<file path="src/rtl/cart_pkg.sv">
package cart_pkg;
  localparam int unsigned CPU_AW  = 16;
  localparam int unsigned CPU_DW  = 8;
  localparam int unsigned WIN_W   = 13;
  localparam int unsigned MIR_BIT = 3;
  localparam int unsigned IRQ_BIT = 1;
  localparam logic [CPU_AW-1:0] REG_BASE = 16'hF000;
  localparam logic [CPU_AW-1:0] WIN_BASE = 16'h6000;

  typedef enum logic [1:0] {
    REG_PAGE = 2'd0,
    REG_MIR  = 2'd1,
    REG_IRQ  = 2'd2,
    REG_NONE = 2'd3
  } reg_idx_e;
endpackage

</file>
<file path="src/rtl/cart_reg_decode.sv">
module cart_reg_decode
  import cart_pkg::*;
#(
  parameter bit MIRROR_DFLT_H = 1'b0
) (
  input  logic              clk_i,
  input  logic              rst_ni,
  input  logic [CPU_AW-1:0] addr_i,
  input  logic [CPU_DW-1:0] data_i,
  input  logic              we_i,
  output logic [CPU_DW-1:0] page_o,
  output logic              mirror_h_o,
  output logic              irq_en_o
);
  reg_idx_e idx;
  logic     sel;

  assign idx = reg_idx_e'(addr_i[1:0]);
  assign sel = we_i && (addr_i >= REG_BASE);

  always_ff @(posedge clk_i or negedge rst_ni) begin
    if (!rst_ni) begin
      page_o     <= '0;
      mirror_h_o <= MIRROR_DFLT_H;
      irq_en_o   <= 1'b0;
    end else if (sel) begin
      unique case (idx)
        REG_PAGE: page_o     <= data_i;
        REG_MIR:  mirror_h_o <= data_i[MIR_BIT];
        REG_IRQ:  irq_en_o   <= data_i[IRQ_BIT];
        REG_NONE: ;
      endcase
    end
  end
endmodule

</file>
<file path="src/rtl/cart_prg_map.sv">
module cart_prg_map
  import cart_pkg::*;
#(
  parameter int unsigned PRG_BANKS  = 24,
  parameter int unsigned PRG_BANK_W = $clog2(PRG_BANKS)
) (
  input  logic [CPU_AW-1:0]         addr_i,
  input  logic [CPU_DW-1:0]         page_i,
  output logic [PRG_BANK_W+WIN_W-1:0] prg_addr_o,
  output logic                      hit_o
);
  logic [PRG_BANK_W-1:0] sw_bank;
  logic [PRG_BANK_W-1:0] fix_bank;

  // modulo keeps out-of-range page numbers inside the ROM
  assign sw_bank  = PRG_BANK_W'(32'(page_i) % PRG_BANKS);
  // $8000 slot 0..3 -> last four banks
  assign fix_bank = PRG_BANK_W'(PRG_BANKS - 4 + 32'(addr_i[14:13]));
  assign hit_o    = addr_i >= WIN_BASE;

  always_comb begin
    if (addr_i[15])
      prg_addr_o = {fix_bank, addr_i[WIN_W-1:0]};
    else if (hit_o)
      prg_addr_o = {sw_bank, addr_i[WIN_W-1:0]};
    else
      prg_addr_o = '0;
  end
endmodule

</file>
<file path="src/rtl/cart_chr_map.sv">
module cart_chr_map
  import cart_pkg::*;
#(
  parameter bit CHR_RAM = 1'b1
) (
  input  logic [WIN_W-1:0] ppu_addr_i,
  input  logic             ppu_we_i,
  output logic [WIN_W-1:0] chr_addr_o,
  output logic             chr_we_o
);
  assign chr_addr_o = ppu_addr_i;

  generate
    if (CHR_RAM) begin : g_ram
      assign chr_we_o = ppu_we_i;
    end else begin : g_rom
      logic unused_we;
      assign unused_we = ppu_we_i;
      assign chr_we_o  = 1'b0;
    end
  endgenerate
endmodule

</file>
<file path="src/rtl/cart_bank_ctrl.sv">
module cart_bank_ctrl
  import cart_pkg::*;
#(
  parameter int unsigned PRG_BANKS     = 24,
  parameter bit          MIRROR_DFLT_H = 1'b0,
  parameter bit          CHR_RAM       = 1'b1,
  localparam int unsigned PRG_BANK_W   = $clog2(PRG_BANKS),
  localparam int unsigned PRG_AW       = PRG_BANK_W + WIN_W
) (
  input  logic              clk_i,
  input  logic              rst_ni,
  input  logic [CPU_AW-1:0] cpu_addr_i,
  input  logic [CPU_DW-1:0] cpu_data_i,
  input  logic              cpu_we_i,
  input  logic [WIN_W-1:0]  ppu_addr_i,
  input  logic              ppu_we_i,
  output logic [PRG_AW-1:0] prg_addr_o,
  output logic              prg_hit_o,
  output logic [WIN_W-1:0]  chr_addr_o,
  output logic              chr_we_o,
  output logic              mirror_h_o,
  output logic              irq_en_o
);
  logic [CPU_DW-1:0] page_q;

  cart_reg_decode #(.MIRROR_DFLT_H(MIRROR_DFLT_H)) u_regs (
    .clk_i      (clk_i),
    .rst_ni     (rst_ni),
    .addr_i     (cpu_addr_i),
    .data_i     (cpu_data_i),
    .we_i       (cpu_we_i),
    .page_o     (page_q),
    .mirror_h_o (mirror_h_o),
    .irq_en_o   (irq_en_o)
  );

  cart_prg_map #(.PRG_BANKS(PRG_BANKS), .PRG_BANK_W(PRG_BANK_W)) u_prg (
    .addr_i     (cpu_addr_i),
    .page_i     (page_q),
    .prg_addr_o (prg_addr_o),
    .hit_o      (prg_hit_o)
  );

  cart_chr_map #(.CHR_RAM(CHR_RAM)) u_chr (
    .ppu_addr_i (ppu_addr_i),
    .ppu_we_i   (ppu_we_i),
    .chr_addr_o (chr_addr_o),
    .chr_we_o   (chr_we_o)
  );
endmodule

</file>
<file path="config.mk">
export PLATFORM = sky130hd
export DESIGN_NAME = cart_bank_ctrl
export DESIGN_NICKNAME = d
export VERILOG_FILES = /design/src/rtl/cart_pkg.sv /design/src/rtl/cart_reg_decode.sv /design/src/rtl/cart_prg_map.sv /design/src/rtl/cart_chr_map.sv /design/src/rtl/cart_bank_ctrl.sv
export SDC_FILE = /design/constraint.sdc
export NUM_CORES = 1
export LEC_CHECK = 0
export BUFFER_PORTS_ARGS = -buffer_cell sky130_fd_sc_hd__buf_2
export CAP_MARGIN = 20
export CORE_MARGIN = 2
export CORE_UTILIZATION = 39
export DETAILED_ROUTE_END_ITERATION = 16
export PLACE_DENSITY = 0.86
export SYNTH_ARGS = -nofsm -noshare
export SYNTH_HDL_FRONTEND = slang
export SYNTH_HIERARCHICAL = 1
export SYNTH_SLANG_ARGS = --single-unit
</file>
<file path="constraint.sdc">
create_clock -name clk_i -period 2.6 [get_ports clk_i]
set_input_delay 0.52 -clock clk_i [delete_from_list [all_inputs] [get_ports clk_i]]
set_output_delay 0.52 -clock clk_i [all_outputs]
set_load 0.02 [all_outputs]
</file>
======== Yosys cells after proc, flatten, opt, wreduce, memory -nomap -nowiden ========
Cells that the tools add are included.
cells by class
  equal/unequal tests ..................... 2
  bitwise gates (word level) .............. 0
  reduce and logical (&&, ||, !) cells .... 5
  multiply operators ...................... 0
  $lt $le $gt $ge ......................... 2
  mux-type cells .......................... 2
  add/subtract/negate cells ............... 1
  shifts and indexed selects .............. 0
  divide/modulo/power cells ............... 1
operators with widths
  cell                                                                     number
  18-bit 2-to-1 mux                                                        2
  8-bit by 5-bit modulo with 32-bit output, second input constant          1
  16-bit by 15-bit >= comparator with 1-bit output, second input constant  1
  16-bit >= comparator, second input constant                              1
  2-bit AND reduction                                                      3
  5-bit by 2-bit adder with 5-bit output, first input constant             1
  2-bit by 1-bit == test with 1-bit output, second input constant          1
  2-bit == test, second input constant                                     1
  2-bit logical NOT                                                        1
  1-bit logical AND                                                        1
word-level totals
  memory bits (read-only) ................. 0
  input bits .............................. 41
  logic and storage cells ................. 16
  RAM bits ................................ 0
  memories kept ........................... 0
  flip-flop bits (word level) ............. 10
  output and inout port bits .............. 35
  bits in latches ......................... 0

======== Longest topological paths before layout ========
  depth after elaboration ................. 3
  depth in mapped cells ................... 7
  depth with buffers taken out ............ 5

======== Cells and area by module ========
Netlist, hierarchy kept.
modules (own cells, without submodules)
  module           cells an instance  seq. area each (sq um)  area an instance (sq um)  times used
  cart_reg_decode  26                 250.2                   416.6                     1
  cart_prg_map     62                 0.0                     411.6                     1
  cart_chr_map     14                 0.0                     105.1                     1

======== Least setup slack after synthesis ========
Ideal clock, no wire load.
  path type ............................... reg-to-output
  start point ............................. register u_regs.page_o[6]
  end point ............................... output port prg_addr_o[16]
  required time ........................... 2.080 ns
  path slack .............................. -0.006 ns
  stages on the path, launching flop included .. 8
  path buffers ............................ 2
  arrival time ............................ 2.086 ns
  cell sequence ........................... dfrtp_1 buf_6 clkbuf_1 ha_1 nand3b_1 and3_1 o31a_1 o31ai_1
between the ends
  word-level cells in the longest chain between the ends .. 3
ends and longest elaborated chain
  item                                      line                   RTL
  start: declaration                        cart_reg_decode.sv:11  output logic [CPU_DW-1:0] page_o,
  start signal: assignment                  cart_reg_decode.sv:28  REG_PAGE: page_o <= data_i;
  8-bit by 5-bit modulo with 32-bit output  cart_prg_map.sv:16     assign sw_bank = PRG_BANK_W'(32'(page_i) % PRG_BANKS);
  18-bit 2-to-1 mux                         cart_prg_map.sv:24     else if (hit_o)
  18-bit 2-to-1 mux                         cart_prg_map.sv:22     if (addr_i[15])
  end: declaration                          cart_bank_ctrl.sv:17   output logic [PRG_AW-1:0] prg_addr_o,
Every way passes these cells.

======== Worst setup path in the final report ========
  start point ............................. register u_regs.page_o[7]
  end point ............................... output port prg_addr_o[16]
The elaborated chain is that of the path after synthesis.

==> out/metrics.cfg <==
[timing]
finalHoldViolations=0
skew_ns=0
fmax_mhz=397
grt_setup_unrepaired=false
setup-tns-final_ns=0
slew_violations=0
max_slew.worst_pin.slew_ns=0.534
finalSetupViolations=0
finalCritPeriodShare_pct=96.9
postLayoutSetupSlackWorst_ns=0.0809
final_period_minus_worst_setup_slack_ns=2.52
relSlewSlack_pct=64.2

[synthesis]
muxShareOfSynthArea_pct=13.3
async_flop_share_pct=100
syn_inst=102
synth_area_leaders=dfrtp_1, mux2_2, nor2b_1
ys_seq_elements=10
syn_area_per_cell_sq_um=9.15
synth_top_family_by_area=simple AND/OR/NAND/NOR gates
synth_cell_type_count=36
synth.cell_area_sq_um=933
synth_top_cell_by_area=dfrtp_1
yosys.area.top_type_share_pct=26.8
synthXorXnorAreaFrac_pct=0.938
synth_compound_area_share_pct=13.4
yosys.area_share.simple_pct=27.7
seq_area_frac_synth_pct=26.8
synth_fp_nets=144
yosys_warnings=6
synth_edf_count=0
synthAdderAreaFrac_pct=1.34
synthFlopType=dfrtp_1

[clock_tree]
tritoncts=built
h-tree-depth=1
clkTransAtPathRegs_ns=0.07
hold_buffers=0
cts-buffers-inserted=3
clk_latency_ns=0.26
cts_root_buffer=clkbuf_4
clk_path_buf_depth=2
cts.sinks=10

[die]
fp.coreArea_sq_um=2230
initial_core_util_pct=41.8
pin_count=76
die_h_microns=52.9
rows=17
dieArea_sq_um=2800
fp.dieW_microns=52.9

[global_route]
grt_remaining_overflow=0
grt_pass1_vias=711
antenna_found_initial=0
grt_max_degree=14
gr-usage-all-layers_pct=14.4
grt_pass1_wl_mm=3.00

[placement]
gp_congestion=0.816
dp_cells=162
dp.final_hpwl_mm=1.68
port_buffers=47
placed_area_sq_um=1100
pre_cts_ws_ns=0.265

[setup_path]
required_ns=2.08
worstSetupStartpointType=register
arrival_ns=2.00
worstPathMaxFanout=5
regToRegSetupSlack_ns=1.64
cp-end-kind=output port
worstSetupPathType=register to output port

[route]
drt-pass1-iter-count=4
wire_per_inst_microns=12.5
routed_wl_mm=2.07
via_count=839
postRouteAntennaNets=0
drc=0
drt-initial-drc-count=12
vias_per_cell=5.05

[power]
p_leak_uw=0.000564
power_density_nw_per_um2=484
ir_drop_v=0.000442

[final_layout]
instances_no_fill=166
drive_above_1_share_pct=53.6
final_area_sq_um=1150
area_delta_synth_final_pct=23.7
fin_nets=181
diodes=0
nFillCells=213

[hold_path]
hold_class=primary input to async pin

[outcome]
outcome=finished clean

[job]
cap_violations=0

## final timing paths
check / startpoint / endpoint / cells after the start
max in group asynchronous: rst_ni / u_regs/page_o[6]$_DFFE_PN0P_ / 1
max reg2reg: u_regs/page_o[7]$_DFFE_PN0P_ / u_regs/page_o[7]$_DFFE_PN0P_ / 2
min in group clk_i: cpu_data_i[0] / u_regs/page_o[0]$_DFFE_PN0P_ / 2
max: u_regs/page_o[7]$_DFFE_PN0P_ / prg_addr_o[16] / 6
min reg2reg: u_regs/irq_en_o$_DFFE_PN0P_ / u_regs/irq_en_o$_DFFE_PN0P_ / 1
min: rst_ni / u_regs/page_o[0]$_DFFE_PN0P_ / 1
## synth_stat cells, drive strengths merged (2+ instances only)
master	number
nor2b	17
buf	16
mux2	11
dfrtp	10
a21oi	5
inv	5
nand3	4
nand2	3
nor2	3
clkbuf	2
nand3b	2
nor4	2
o211ai	2
o21ai	2
o31a	2
or3b	2
## placed cells by master, fill, tap and decap left out, types with 2 or more instances in the layout
cell / instances
nand3_1: 3
o211ai_1: 2
nand2_1: 3
dfrtp_1: 10
nand3b_1: 2
buf_2: 45
nor2b_1: 17
a21oi_1: 4
mux2_2: 11
clkbuf_4: 3
nor2_1: 3
o31a_1: 2
buf_4: 5
inv_1: 5
## cell families (layout without fill, tap and decap cells)
| logic type | Yosys count | after routing |
|---|---|---|
| xor+xnor | 1 | 1 |
| flops | 10 | 10 |
| fa+ha+maj | 1 | 1 |
| mux | 11 | 11 |
| buf+inv | 23 | 59 |
| simple gates | 39 | 39 |
| compound gates | 17 | 17 |
## power breakdown
| part | leakage (uW) | internal, uW | switching, uW | total, uW |
|---|---|---|---|---|
| sequential | 0.000133 | 176 | 22.3 | 198 |
| combinational | 0.000410 | 105 | 114 | 219 |
| clock | 0.0000210 | 85.0 | 56.2 | 141 |
## stage by stage
step                      hold WS [ns]  power, uW  util [%]
after floorplan                  0.224        377         -
after detailed placement         0.391        412      49.1
final                           0.0992        558      51.7
after CTS                        0.101        563      51.5
after global placement           0.381        404      49.1
after global routing             0.109        593      51.7
## state kept, by name (all words and copies together), names as in the netlist
register / flops
u_regs/mirror_h_o: 1
u_regs/page_o: 8
u_regs/irq_en_o: 1
## critical path: stages, from the launching register on
cell and delay, ns:
dfrtp_1 0.41, ha_4 0.26, nand3b_1 0.18, and3_4 0.20
o31a_1 0.28, o31ai_2 0.23, buf_4 0.17
## layout make-up
cell class / instances / area (sq um) / share of cell area (%)
tap: 28 / 35.0 / 3.03
inverter: 5 / 18.8 / 1.63
sequential: 10 / 250 / 21.7
multi-input combinational: 69 / 552 / 47.8
timing repair buffer: 50 / 263 / 22.8
clock buffer: 4 / 36.3 / 3.14
## metal layers
| layer | global-route usage, % | up-vias | part of all wire [%] |
|---|---|---|---|
| li1 | - | 427 | - |
| met1 | 19.0 | 387 | 44 |
| met2 | 22.7 | 17 | 50 |
| met3 | 0.847 | 8 | 3.9 |
| met4 | 8.97 | 0 | 2.0 |
| met5 | 0 | - | 0 |
## repair_timing
item,in CTS,in global routing
pin swaps,0,1
endpoints found under the hold margin,0,0
endpoints found under the setup margin,2,2
resized for setup,3,1
setup buffers,0,0
Power figures use the tool's default switching activity.
